**config.mk**
```make
export PLATFORM = sky130hd
export DESIGN_NAME = dma2d_addr_gen
export DESIGN_NICKNAME = d
export VERILOG_FILES = /design/src/rtl/dma2d_pkg.sv /design/src/rtl/dma2d_cfg_hold.sv /design/src/rtl/dma2d_row_ctr.sv /design/src/rtl/dma2d_frame_seq.sv /design/src/rtl/dma2d_addr_gen.sv
export SDC_FILE = /design/constraint.sdc
export NUM_CORES = 1
export LEC_CHECK = 0
export BUFFER_PORTS_ARGS = -buffer_cell sky130_fd_sc_hd__buf_2
export CAP_MARGIN = 20
export CORE_AREA = 2 2 126 128
export DETAILED_ROUTE_END_ITERATION = 12
export DIE_AREA = 0 0 128 130
export GPL_ROUTABILITY_DRIVEN = 1
export MAX_ROUTING_LAYER = met4
export PLACE_DENSITY = 0.78
export SLEW_MARGIN = 20
export SYNTH_ARGS = -nofsm -noshare
export SYNTH_HDL_FRONTEND = slang
export SYNTH_SLANG_ARGS = --single-unit
export TNS_END_PERCENT = 20
```
**constraint.sdc**
```tcl
create_clock -name clk -period 4.28 [get_ports clk]
set_input_delay 0.214 -clock clk [delete_from_list [all_inputs] [get_ports clk]]
set_output_delay 0.214 -clock clk [all_outputs]
set_load 0.005 [all_outputs]
```
**src/rtl/dma2d_pkg.sv**
```systemverilog
package dma2d_pkg;
  typedef enum logic [0:0] {
    WALK_IDLE = 1'b0,
    WALK_RUN  = 1'b1
  } walk_state_t;
endpackage

```
**src/rtl/dma2d_cfg_hold.sv**
```systemverilog
module dma2d_cfg_hold #(
  parameter int ADDR_W = 30,
  parameter int LEN_W  = 12
) (
  input  logic              clk,
  input  logic              rst,
  input  logic              load,
  input  logic [LEN_W-1:0]  row_len_in,
  input  logic [ADDR_W-1:0] stride_in,
  input  logic              dir_in,
  input  logic              burst_in,
  output logic [LEN_W-1:0]  row_len_q,
  output logic [ADDR_W-1:0] stride_q,
  output logic              dir_q,
  output logic              burst_q
);
  always_ff @(posedge clk) begin
    if (rst) begin
      row_len_q <= '0;
      stride_q  <= '0;
      dir_q     <= 1'b0;
      burst_q   <= 1'b0;
    end else if (load) begin
      row_len_q <= row_len_in;
      stride_q  <= stride_in;
      dir_q     <= dir_in;
      burst_q   <= burst_in;
    end
  end
endmodule

```
**src/rtl/dma2d_row_ctr.sv**
```systemverilog
module dma2d_row_ctr #(
  parameter int LEN_W       = 12,
  parameter int BURST_WORDS = 4,
  localparam int BEAT_W     = $clog2(BURST_WORDS + 1)
) (
  input  logic              clk,
  input  logic              rst,
  input  logic              load,
  input  logic [LEN_W-1:0]  load_len,
  input  logic              step,
  input  logic              burst,
  output logic [BEAT_W-1:0] beats,
  output logic              row_last
);
  localparam logic [LEN_W-1:0] BURST_L = LEN_W'(BURST_WORDS);

  logic [LEN_W-1:0] words_left;

  generate
    if (BURST_WORDS > 1) begin : g_burst
      always_comb begin
        if (!burst)
          beats = BEAT_W'(1);
        else if (words_left < BURST_L)
          beats = BEAT_W'(words_left);
        else
          beats = BEAT_W'(BURST_WORDS);
      end
    end else begin : g_single
      always_comb beats = BEAT_W'(1);
    end
  endgenerate

  assign row_last = (words_left <= LEN_W'(beats));

  always_ff @(posedge clk) begin
    if (rst)
      words_left <= '0;
    else if (load)
      words_left <= load_len;
    else if (step)
      words_left <= words_left - LEN_W'(beats);
  end
endmodule

```
**src/rtl/dma2d_frame_seq.sv**
```systemverilog
module dma2d_frame_seq
  import dma2d_pkg::*;
#(
  parameter int ADDR_W = 30,
  parameter int LEN_W  = 12,
  parameter int BEAT_W = 3
) (
  input  logic              clk,
  input  logic              rst,
  input  logic              start,
  input  logic [ADDR_W-1:0] start_addr,
  input  logic [LEN_W-1:0]  row_cnt_in,
  input  logic              len_zero,
  input  logic              stop,
  input  logic              ready,
  input  logic              row_last,
  input  logic [BEAT_W-1:0] beats,
  input  logic [ADDR_W-1:0] stride,
  output logic              valid,
  output logic [ADDR_W-1:0] cur_addr,
  output logic              done,
  output logic              row_load,
  output logic              step
);
  walk_state_t      state;
  logic [ADDR_W-1:0] row_base;
  logic [LEN_W-1:0]  rows_left;
  logic              fire;
  logic [ADDR_W-1:0] next_base;

  assign valid     = (state == WALK_RUN);
  assign fire      = valid && ready && !stop && !start;
  assign step      = fire;
  assign row_load  = fire && row_last && (rows_left != '0);
  assign next_base = row_base + stride;

  always_ff @(posedge clk) begin
    if (rst) begin
      state     <= WALK_IDLE;
      row_base  <= '0;
      cur_addr  <= '0;
      rows_left <= '0;
      done      <= 1'b0;
    end else begin
      done <= 1'b0;
      if (stop) begin
        state <= WALK_IDLE;
      end else if (start) begin
        cur_addr  <= start_addr;
        row_base  <= start_addr;
        rows_left <= row_cnt_in;
        if (len_zero) begin
          state <= WALK_IDLE;
          done  <= 1'b1;
        end else begin
          state <= WALK_RUN;
        end
      end else if (fire) begin
        if (row_last) begin
          if (rows_left == '0) begin
            state    <= WALK_IDLE;
            done     <= 1'b1;
            cur_addr <= cur_addr + ADDR_W'(beats);
          end else begin
            row_base  <= next_base;
            cur_addr  <= next_base;
            rows_left <= rows_left - 1'b1;
          end
        end else begin
          cur_addr <= cur_addr + ADDR_W'(beats);
        end
      end
    end
  end
endmodule

```
**src/rtl/dma2d_addr_gen.sv**
```systemverilog
module dma2d_addr_gen #(
  parameter int ADDR_W      = 30,
  parameter int LEN_W       = 12,
  parameter int BURST_WORDS = 4,
  localparam int BEAT_W     = $clog2(BURST_WORDS + 1)
) (
  input  logic              clk,
  input  logic              rst,
  input  logic [LEN_W-1:0]  cfg_row_len,
  input  logic [LEN_W-1:0]  cfg_row_cnt,
  input  logic [ADDR_W-1:0] cfg_stride,
  input  logic              cfg_dir,
  input  logic              cfg_burst,
  input  logic              start_wr,
  input  logic [ADDR_W-1:0] start_addr,
  input  logic              stop,
  output logic              req_valid,
  input  logic              req_ready,
  output logic [ADDR_W-1:0] req_addr,
  output logic [BEAT_W-1:0] req_beats,
  output logic              req_dir,
  output logic [ADDR_W-1:0] cur_addr,
  output logic              done
);
  logic              launch;
  logic [LEN_W-1:0]  len_q;
  logic [ADDR_W-1:0] stride_q;
  logic              dir_q;
  logic              burst_q;
  logic              row_load;
  logic              step;
  logic              row_last;
  logic [BEAT_W-1:0] beats;
  logic              ctr_load;
  logic [LEN_W-1:0]  ctr_len;
  logic [ADDR_W-1:0] walk_addr;

  assign launch   = start_wr && !stop;
  assign ctr_load = launch || row_load;
  assign ctr_len  = launch ? cfg_row_len : len_q;

  dma2d_cfg_hold #(.ADDR_W(ADDR_W), .LEN_W(LEN_W)) u_cfg (
    .clk(clk), .rst(rst), .load(launch),
    .row_len_in(cfg_row_len), .stride_in(cfg_stride),
    .dir_in(cfg_dir), .burst_in(cfg_burst),
    .row_len_q(len_q), .stride_q(stride_q),
    .dir_q(dir_q), .burst_q(burst_q)
  );

  dma2d_row_ctr #(.LEN_W(LEN_W), .BURST_WORDS(BURST_WORDS)) u_row (
    .clk(clk), .rst(rst), .load(ctr_load), .load_len(ctr_len),
    .step(step), .burst(launch ? cfg_burst : burst_q),
    .beats(beats), .row_last(row_last)
  );

  dma2d_frame_seq #(.ADDR_W(ADDR_W), .LEN_W(LEN_W), .BEAT_W(BEAT_W)) u_seq (
    .clk(clk), .rst(rst), .start(start_wr), .start_addr(start_addr),
    .row_cnt_in(cfg_row_cnt), .len_zero(cfg_row_len == '0),
    .stop(stop), .ready(req_ready), .row_last(row_last), .beats(beats),
    .stride(stride_q), .valid(req_valid), .cur_addr(walk_addr),
    .done(done), .row_load(row_load), .step(step)
  );

  assign req_addr  = walk_addr;
  assign cur_addr  = walk_addr;
  assign req_beats = beats;
  assign req_dir   = dir_q;
endmodule

```
After elaboration in Yosys (flattened, before gate mapping)
Cells that the tools add are included.
{"block": "op_classes", "reduce_logical": 20, "order_cmp": 2, "n_bitwise": 1, "n_addsub": 4, "muxes": 28, "n_eq_ne": 1}
{"operator": "30-bit two-way mux", "n": 8}
{"operator": "12-bit two-way mux", "n": 7}
{"operator": "30-bit by 3-bit adder with 30-bit output", "n": 1}
{"operator": "30-bit adder", "n": 1}
{"operator": "12-bit logical NOT", "n": 2}
{"operator": "12-bit by 3-bit less-or-equal comparator with 1-bit output", "n": 1}
{"operator": "12-bit by 3-bit less-than comparator with 1-bit output (second input constant)", "n": 1}
{"operator": "12-bit nonzero test", "n": 1}
{"operator": "12-bit by 1-bit subtractor with 12-bit output (second input constant)", "n": 1}
{"operator": "12-bit by 3-bit subtractor with 12-bit output", "n": 1}
{"operator": "1-bit two-way mux", "n": 11}
{"operator": "2-bit nonzero test", "n": 4}
{"operator": "1-bit logical AND", "n": 6}
{"operator": "3-bit two-way mux", "n": 2}
{"operator": "4-bit AND reduction", "n": 1}
{"operator": "3-bit AND reduction", "n": 1}
{"operator": "1-bit logical NOT", "n": 2}
{"operator": "2-bit != test (second input constant)", "n": 1}
{"operator": "2-bit AND reduction", "n": 1}
{"operator": "2-bit OR reduction", "n": 1}
{"operator": "1-bit logical OR", "n": 1}
{"operator": "1-bit NOT", "n": 1}
{"block": "totals", "out_inout_bits": 66, "in_bits": 91, "regBits": 130, "wordCells": 66}

Logic depth before layout (Yosys ltp)
Gate-level depths: netlist of the first run.
{"block": "depth", "word_depth": 9, "depth_mapped": 19, "depth_no_buf": 16}

Cells and area by module
Synthesis of the first run repeated with hierarchy kept, for this count alone.
{"block": "hier_totals", "hier_cells": 1122, "area_unflattened_um2": 8906.0}
{"module": "dma2d_frame_seq", "seq_area_each_um2": 1481.4, "cells_each": 793, "instances": 1, "area_each_um2": 5799.3}
{"module": "dma2d_cfg_hold", "seq_area_each_um2": 880.8, "cells_each": 142, "instances": 1, "area_each_um2": 1597.8}
{"module": "dma2d_row_ctr", "seq_area_each_um2": 240.2, "cells_each": 136, "instances": 1, "area_each_um2": 1031.0}
{"module": "dma2d_addr_gen", "seq_area_each_um2": 0.0, "cells_each": 51, "instances": 1, "area_each_um2": 478.0}

Least setup slack after synthesis of the first run
No wires, ideal clock.
{"block": "synth_path", "path_kind": "flip-flop to flip-flop", "from": "register u_row.words_left[6]", "to": "register u_seq.row_base[28]", "path_stages_with_launch": 17, "synth_period_minus_slack_ns": 3.119, "setup_time_ns": 0.079, "required_ns": 4.201, "slack_ns": 1.161, "arrival_time_ns": 3.040, "n_path_buf": 1, "path_cell_list": "dfxtp_1 > or3_1 > clkbuf_1 > nor2_1 > nand2_1 > nor2_1 > a21o_1 > ha_1 > fa_1 > nor2b_1 > o21ai_0 > and3_1 > nand2_1 > nor2_2 > nand2_1 > or4_1 > o211ai_1"}
{"block": "synth_via", "elab_chain_cells": 6}
{"element": "start, declared", "line": "dma2d_row_ctr.sv:17", "text": "logic [LEN_W-1:0] words_left;"}
{"element": "start signal, assigned", "line": "dma2d_row_ctr.sv:40", "text": "words_left <= load_len;"}
{"element": "start signal, assigned", "line": "dma2d_row_ctr.sv:42", "text": "words_left <= words_left - LEN_W'(beats);"}
{"element": "12-bit by 3-bit less-than comparator with 1-bit output", "line": "dma2d_row_ctr.sv:24", "text": "else if (words_left < BURST_L)"}
{"element": "3-bit two-way mux", "line": "dma2d_row_ctr.sv:24"}
{"element": "3-bit two-way mux", "line": "dma2d_row_ctr.sv:22", "text": "if (!burst)"}
{"element": "via req_beats[0]", "line": "dma2d_addr_gen.sv:20", "text": "output logic [BEAT_W-1:0] req_beats,"}
{"element": "12-bit by 3-bit less-or-equal comparator with 1-bit output", "line": "dma2d_row_ctr.sv:34", "text": "assign row_last = (words_left <= LEN_W'(beats));"}
{"element": "2-bit nonzero test (no line)"}
{"element": "4-bit AND reduction (no line)"}
{"element": "end signal, assigned", "line": "dma2d_frame_seq.sv:50", "text": "row_base <= start_addr;"}
{"element": "end signal, assigned", "line": "dma2d_frame_seq.sv:65", "text": "row_base <= next_base;"}
{"element": "end, declared", "line": "dma2d_frame_seq.sv:26", "text": "logic [ADDR_W-1:0] row_base;"}
The timed path passes the listed nets, and every way through them passes these cells.
A chain may end at the register's enable or synchronous reset.

Final worst setup path of the first run
{"block": "layout_path", "from": "register u_row.words_left[3]", "to": "register u_seq.row_base[28]"}
{"block": "layout_via", "elab_chain_cells": 6}
{"element": "12-bit by 3-bit less-than comparator with 1-bit output", "line": "dma2d_row_ctr.sv:24"}
{"element": "3-bit two-way mux", "line": "dma2d_row_ctr.sv:24"}
{"element": "3-bit two-way mux", "line": "dma2d_row_ctr.sv:22"}
{"element": "12-bit by 3-bit less-or-equal comparator with 1-bit output (*)", "line": "dma2d_row_ctr.sv:34"}
{"element": "2-bit nonzero test (no line) (*)"}
{"element": "4-bit AND reduction (no line) (*)"}
Mark *: on every way between the ends. The rest lies on a longest branch, timed or not.

==> results.md, run 1 <==
- Switching share of power: a little under a third
- Grt ovf: 0
- Worst VDD drop: about 0.32 mV
- Critical Path AT: 3970 ps
- Crit path kind: flop to flop
- Crit Path Max Fanout: 8
- Reg-to-reg slack, setup: roughly 660 ps
- Antenna violations before repair: 0
- Sw power: between 1 and 1.5 mW
- Worst Skew: roughly 9.1 ps
- Cell taking the most area after synthesis: dfxtp_1
- Post-Synthesis Cells: between 1000 and 1500
- Synth top area share: between 30% and 40%
- Ranking of synthesized cells by area: dfxtp_1 (31%), nand2_1 (7.9%), a21oi_1 (7.3%)
- Part of the cycle the worst path needs: 84.62%
- Ys Warns: 0
- CP required: roughly 4600 ps
- Max Clk Rate: roughly 0.28 GHz
- P&R area growth vs syn: 14.48%
- Drt pass-1 iters: 5
- Die height: approximately 130 um
- Logic pwr share: 23.3%
- Crit-path most repeated cell: nand2_1
- Final Hold Vio Count: 0
- Clk sink count: 130
- CTS tree: done
- Yosys reg bits: 130
- I/O pin cnt: around 160
- DRT iter0 DRCs: between 500 and 600
- Leakage: about 4.1 nW
- Row cnt: 46
- Post-Route WL: 22.54 mm
- Hold buffer count at CTS: 0
- Chip Width: between 100 and 150 um
- H-tree depth: 4
- Resized cells post-CTS: 0
- Critical Path, Cell by Cell: or4_1 > nor2_1 > nand2_1 > nor2_1 > a21o_1 > ha_1 > fa_1 > nor2b_1 > o21ai_0 > and3_1 > nand2_1 > nor2_2 > nand2_1 > or4_1 > o211ai_1
- Port bufs: 156
- Largest net degree at the start of global routing: around 70
- Int Pwr: around 2.6 mW
- Share of cells above drive strength 1: 17.81%
- Worst-Margin Slew: a little over 800 ps
- Max_slew headroom: 44.67%
- ANT cells: 0
- CTS Buffer Depth: 2
- Clk_lat worst skew: about 420 ps
- MaxCap Viol Count: 0
- Final slew viol count: 0
- Tightest Hold Check Type: input port to flop
- Vias in the first global route: 7456
- Syn_nets: between 1000 and 1500
- Mean post-synth cell area: ~7.4 um^2
- First-pass GRT wire length: 36.09 mm
- Min Tclk post-route: about 3600 ps
- Total GRT Usage: ~28%
- GPL Wtd Cong: ~1
- Post-CTS setup buffers: 0
- Starting Density: about 54%
- Post-DP HPWL: approximately 16 mm
- Top_reg_cell synth: dfxtp_1
- RSZ-0062 raised after global routing: false
- Die ar.: between 15000 and 20000 um^2
- Post-route DRC: 0
- Fin nets: around 1300
- Final ANT Viol Nets: 0
- CP max stage cell: or4_1
- Post-synth ARST share: 0%
- Core ar.: around 15000 um^2
- Worst setup SP type: flop
- Peak per-stage delay on the critical path: ~500 ps
- Post-synthesis sequential area ratio: a little under a third
- Via Count: just over 8000
- Power per cell area: 390.7 nW/um^2
- Clock transition at path regs: 60 ps
- Yosys cell types: between 60 and 70
- Inserted Clock Buffers: 17
- Status: finished clean
- Mapped Area: 8263 um^2
- Setup crit end kind: flop
- Hold Slack: ~21 ps
- Post-synth EDFFs: 0
- Final setup viols: 0
- Routed vias/inst: approximately 6
- Root Buffer: clkbuf_16
- Clk pwr share: between 30% and 40%
- Seq pwr share: a little under two fifths
- Setup TNS: 0 ps
- Routed length per instance: 16.04 um
## kinds of logic (layout without fill, tap and decap cells)
kind of cell               Yosys count  count (layout)  synth area share, %
buffers and inverters              121             220                7.268
DFF                                130             130                31.50
and+or+nand+nor                    426             426                23.29
AOI/OAI and AO/OA                  327             327                23.91
adders and majority gates           39              39                6.178
muxes                               22              22                2.665
xor gates and xnor gates            49              49                5.194
## cell usage in the layout (no fill, tap or decap), types with 4 or more instances in the layout
cell type	netlist	layout
nand2_1	175	174
buf_2	6	154
dfxtp_1	130	130
a21oi_1	120	120
nor2_1	107	106
o21ai_0	79	79
ha_1	36	36
nand3_1	33	33
nor3_1	30	30
xor2_1	29	29
inv_1	22	22
mux2i_1	22	22
xnor2_1	20	20
clkbuf_16	0	17
a31oi_1	15	15
a211oi_1	15	15
o211ai_1	14	14
buf_4	31	14
a21o_1	13	13
nor4_1	12	12
nand2b_1	11	11
nand4_1	11	11
a22oi_1	11	11
and3_1	10	10
o21ai_1	8	8
and2_1	7	7
a211o_1	6	6
or3_1	5	5
nor2_2	5	5
o2111ai_1	5	5
o21a_1	5	5
clkbuf_8	0	5
nor2b_1	5	4
o21bai_1	4	4
## cell type report
cell class,instances,area (um^2)
Clock buffer,25,505.5
Clock inverter,5,75.07
Fill cell,1420,5966
Inverter,22,82.58
Multi-Input combinational cell,863,5077
Sequential cell,130,2603
Tap cell,192,240.2
Timing Repair Buffer,168,875.8
## cell usage after synthesis (14+ instances only)
master    instances
nand2_1         175
dfxtp_1         130
a21oi_1         120
nor2_1          107
o21ai_0          79
clkbuf_1         54
ha_1             36
nand3_1          33
buf_4            31
nor3_1           30
xor2_1           29
inv_1            22
mux2i_1          22
xnor2_1          20
a211oi_1         15
a31oi_1          15
o211ai_1         14
## sequential cells by signal, indices dropped and copies added, names as in the netlist
register	count
u_cfg.stride_q	30
u_cfg.dir_q	1
u_seq.row_base	30
u_seq.cur_addr	30
u_seq.done	1
u_row.words_left	12
u_seq.rows_left	12
u_cfg.row_len_q	12
u_seq.valid	1
u_cfg.burst_q	1
## per-stage QoR
| step | setup slack, ps | instance area [um^2] | total power, mW | util (%) | instances |
|---|---|---|---|---|---|
| final | 658.1 | 9459 | 3.695 | 61.32 | 1405 |
| after detailed placement | 708.9 | 8879 | 2.253 | 57.56 | 1375 |
| after floorplan | 1161 | 8263 | 2.047 | - | 1114 |
| after global routing | 313.4 | 9459 | 3.867 | 61.32 | 1405 |
| after global placement | 798.5 | 8879 | 2.242 | 57.56 | 1375 |
| after CTS | 673.0 | 9459 | 3.694 | 61.32 | 1405 |
## power by group through the flow
stage | logic, mW | registers, mW | clock network, mW
2_1_floorplan | 0.667 | 1.38 | 0
3_3_place_gp | 0.841 | 1.40 | 0
3_5_place_dp | 0.851 | 1.40 | 0
4_1_cts | 0.858 | 1.38 | 1.46
5_1_grt | 0.962 | 1.39 | 1.51
6_report | 0.862 | 1.38 | 1.45
## worst max-delay path, delay by kind of cell, from the launching register on
kind,cells,cell delay (ps)
fa+ha+maj,2,420
compound gates,3,420
flops,1,330
simple gates,10,2360
## worst paths after layout
| kind | from | to | cells after the start |
|---|---|---|---|
| max | u_row.words_left[3] | u_seq.row_base[28] | 15 |
| min reg2reg | u_cfg.dir_q | u_cfg.dir_q | 2 |
| min | cfg_stride[17] | u_cfg.stride_q[17] | 3 |
| max reg2reg | u_row.words_left[3] | u_seq.row_base[28] | 15 |
## metal layers
metal,up-vias,routed length (um),track usage (%)
met1,3781,9801,34.66
li1,4098,-,-
met3,48,1420,3.526
met2,331,10670,46.30
met5,-,0,-
met4,0,641,11.05
Note: power is estimated with default switching activity, not from simulation.
==> inputs of run 2 (changes only) <==
--- a/config.mk
+++ b/config.mk
@@ -7,12 +7,12 @@
 export LEC_CHECK = 0
 export BUFFER_PORTS_ARGS = -buffer_cell sky130_fd_sc_hd__buf_2
 export CAP_MARGIN = 20
-export CORE_AREA = 2 2 126 128
+export CORE_AREA = 2 2 131 133
 export DETAILED_ROUTE_END_ITERATION = 12
-export DIE_AREA = 0 0 128 130
+export DIE_AREA = 0 0 133 135
 export GPL_ROUTABILITY_DRIVEN = 1
 export MAX_ROUTING_LAYER = met4
-export PLACE_DENSITY = 0.78
+export PLACE_DENSITY = 0.76
 export SLEW_MARGIN = 20
 export SYNTH_ARGS = -nofsm -noshare
 export SYNTH_HDL_FRONTEND = slang
==> constraint.sdc (replaced) <==
create_clock -name clk -period 3 [get_ports clk]
set_input_delay 0.15 -clock clk [delete_from_list [all_inputs] [get_ports clk]]
set_output_delay 0.15 -clock clk [all_outputs]
set_load 0.005 [all_outputs]
==> run 2 against run 1 <==
  * Via count grew 7.2%
  * Combinational power grew 83%
  * Sequential share of layout area shrank 3.0 points
  * Clock skew shrank 1.6 ps
  * Largest power group unchanged
  * Critical path depth grew 2
  * First-iteration DRC count grew 24%
  * Die area grew 7.9%
  * The flow now finishes with violations (setup timing)
  * Sequential cell count is the same
  * Critical endpoint is now u_row.words_left[4]
  * Largest cell class unchanged
  * Clock power grew 39%
  * Cell count grew 8.8%
  * Hold slack lost 14 ps
==> results.md, run 2 (synthesized netlist as in run 1, its figures left out) <==
- Max_slew headroom: 35.56% (was 44.67%)
- Total GRT Usage: 28.95% (was 27.86%)
- CP required: 3260 ps (was 4630 ps)
- Vias in the first global route: 8246 (was 7456)
- Clk sink count: 130 (unchanged)
- Critical Path AT: 3470 ps (was 3970 ps)
- Core ar.: 16410 um^2 (was 15420 um^2)
- Most frequent cells in the layout: nand2_1 (170), buf_2 (155), dfxtp_1 (129) (was nand2_1 (174), buf_2 (154), dfxtp_1 (130))
- GPL Wtd Cong: 0.9583 (was 0.9742)
- Inserted Clock Buffers: 17 (unchanged)
- Violated checks: setup timing
- Routed length per instance: 16.60 um (was 16.04 um)
- DP Area: 9341 um^2 (was 8879 um^2)
- Post-Route WL: 25.38 mm (was 22.54 mm)
- Hold EP: u_seq.rows_left[0] (was u_cfg.stride_q[17])
- First-pass GRT wire length: 40.48 mm (was 36.09 mm)
- H-tree depth: 4 (unchanged)
- Final slew viol count: 0 (unchanged)
- Share of cells above drive strength 1: 24.06% (was 17.81%)
- Grt ovf: 0 (unchanged)
- Part of the cycle the worst path needs: 106.8% (was 84.62%)
- Peak per-stage delay on the critical path: 540 ps (was 510 ps)
- Largest net degree at the start of global routing: 77 (was 72)
- Largest registers: u_cfg.stride_q: 30 flops, u_seq.cur_addr: 30 flops, u_seq.row_base: 30 flops (unchanged)
- CP max stage cell: or4_4 (was or4_1)
- ANT cells: 0 (unchanged)
- Status: finished, violations left (was finished clean)
- Critical R2R Launch: u_row.words_left[3] (unchanged)
- Setup crit end kind: flop (unchanged)
- Worst Skew: 7.485 ps (was 9.064 ps)
- Hold Path Stages: 3 (unchanged)
- FF-to-FF path depth: 17 (was 15)
- CTS Buffer Depth: 2 (unchanged)
- Final setup margin: -202.9 ps (was 658.1 ps)
- Final ANT Viol Nets: 0 (unchanged)
- Power per cell area: 524.2 nW/um^2 (was 390.7 nW/um^2)
- Buffer and inverter count on the worst path: 2 (was 0)
- CP top delay family: simple AND/OR/NAND/NOR gates (unchanged)
- Crit-path most repeated cell: nor2_4 (was nand2_1)
- Worst-Margin Slew: 965.5 ps (was 829.0 ps)
- Min Tclk post-route: 3203 ps (was 3622 ps)
- Crit Path Max Fanout: 10 (was 8)
- Leakage: 4.655 nW (was 4.135 nW)
- Setup WS pre-CTS: -254.5 ps (was 708.9 ps)
- Antenna violations before repair: 0 (unchanged)
- R2R Path End: u_row.words_left[4] (was u_seq.row_base[28])
- Worst setup SP type: flop (unchanged)
- Final Hold Vio Count: 0 (unchanged)
- Starting Density: 50.36% (was 53.57%)
- Post-route DRC: 0 (unchanged)
- I/O pin cnt: 157 (unchanged)
- Clk_lat worst skew: 420 ps (about the same)
- Post-DP HPWL: 17.56 mm (was 16.05 mm)
- Die ar.: 17960 um^2 (was 16640 um^2)
- Fin nets: 1428 (was 1332)
- Most common cell after layout, fill and taps aside: nand2_1 (unchanged)
- DRT iter0 DRCs: 722 (was 581)
- Max Clk Rate: 0.3122 GHz (was 0.2761 GHz)
- Critical Path, Cell by Cell: or4_4 > nor2_4 > nand2_2 > nor2_4 > a21o_1 > ha_4 > fa_2 > nor2b_2 > o21ai_2 > and3_4 > nand3_1 > nand2_4 > buf_12 > clkbuf_16 > o21ai_0 > nand2_1 > a21oi_1 (was or4_1 > nor2_1 > nand2_1 > nor2_1 > a21o_1 > ha_1 > fa_1 > nor2b_1 > o21ai_0 > and3_1 > nand2_1 > nor2_2 > nand2_1 > or4_1 > o211ai_1)
- MaxCap Viol Count: 0 (unchanged)
- Die height: 135 um (was 130 um)
- Fin area: 10620 um^2 (was 9459 um^2)
- Util after Layout: 64.73% (was 61.32%)
- RSZ-0062 raised after global routing: true (was false)
- Tightest Hold Check Type: input port to flop (unchanged)
- Final setup viols: 82 (was 0)
- Setup TNS: -8426 ps (was 0 ps)
- Drt pass-1 iters: 6 (was 5)
- Root Buffer: clkbuf_16 (unchanged)
- Routed vias/inst: 5.787 (was 5.878)
- Worst VDD drop: 0.5268 mV (was 0.3159 mV)
- Critical hold path startpoint: cfg_row_cnt[0] (was cfg_stride[17])
- P&R area growth vs syn: 28.53% (was 14.48%)
- Clock transition at path regs: 60 ps (about the same)
- Row cnt: 47 (was 46)
- Port bufs: 156 (unchanged)
- CTS tree: done (unchanged)
- Crit path kind: flop to flop (unchanged)
- Reg-to-reg slack, setup: -200 ps (was 660 ps)
- Via Count: 8849 (was 8258)
- Chip Width: 133 um (was 128 um)
run 2: cell count changes in the layout (fill, tap and decap cells not counted), sizes merged:
cell / before / now
buf: 168 / 232
bufinv: 2 / 1
clkbuf: 25 / 27
clkinv: 3 / 2
clkinvlp: 0 / 1
dlygate4sd3: 0 / 31
run 2: worst min-delay path: cells and delay by family:
kind | cells | cell delay (ps)
AO/OA/AOI/OAI | 1 | 60
buffers and inverters | 1 | 100
AND/OR/NAND/NOR | 1 | 70
run 2: final cells by class:
| type | instances | area [um^2] |
|---|---|---|
| flip-flops and latches | 130 | 2604 |
| repair buffers | 264 | 1829 |
| multi-input cells | 863 | 5263 |
| well taps | 220 | 275.3 |
| fillers | 1358 | 5787 |
| clock buffers | 26 | 519.2 |
| inverters | 22 | 82.58 |
| clock inverters | 4 | 47.55 |
run 2: power breakdown:
group | switching (mW) | internal (mW)
Sequential | 0.125 | 1.85
Clock | 0.750 | 1.26
Combinational | 0.857 | 0.727
Total | 1.73 | 3.83
run 2: per-stage QoR:
step | cells | hold slack (ps) | power [mW]
after CTS | 1518 | 5.473 | 5.489
after floorplan | 1114 | 286.0 | 2.946
final | 1529 | 6.590 | 5.567
after global placement | 1450 | 392.2 | 3.363
after global routing | 1529 | 2.451 | 5.825
after detailed placement | 1450 | 395.3 | 3.389
run 2: what timing repair did:
action                                  CTS  global route
endpoints found under the setup margin   81            86
pin swaps                                24            23
hold buffers                             31             0
cloned                                    2             2
buffers inserted                          5             9
hold endpoints to repair                 31             0
gates resized for setup                  26            31
run 2: how the worst max path moves through the flow:
| stage | depth (start not counted) | end | slack [ps] | start |
|---|---|---|---|---|
| 5_1_grt | 16 | u_row.words_left[10] | -380 | u_row.words_left[3] |
| 3_3_place_gp | 16 | u_seq.cur_addr[22] | -130 | u_row.words_left[3] |
| 2_1_floorplan | 15 | u_seq.row_base[28] | -30 | u_row.words_left[3] |
| 3_5_place_dp | 17 | u_row.words_left[10] | -250 | u_row.words_left[3] |
| 6_report | 17 | u_row.words_left[4] | -200 | u_row.words_left[3] |
| 4_1_cts | 17 | u_row.words_left[8] | -160 | u_row.words_left[3] |
run 2: routing by layer:
layer  GRT usage [%]  wire length, um  vias to the layer above  share of wire, %
met3           4.730             1597                       69               6.3
li1                -                -                     4292                 -
met5               -                0                        -                 0
met4           12.78              866                        0               3.4
met1           35.59            10910                     4132                43
met2           47.12            12010                      356                47
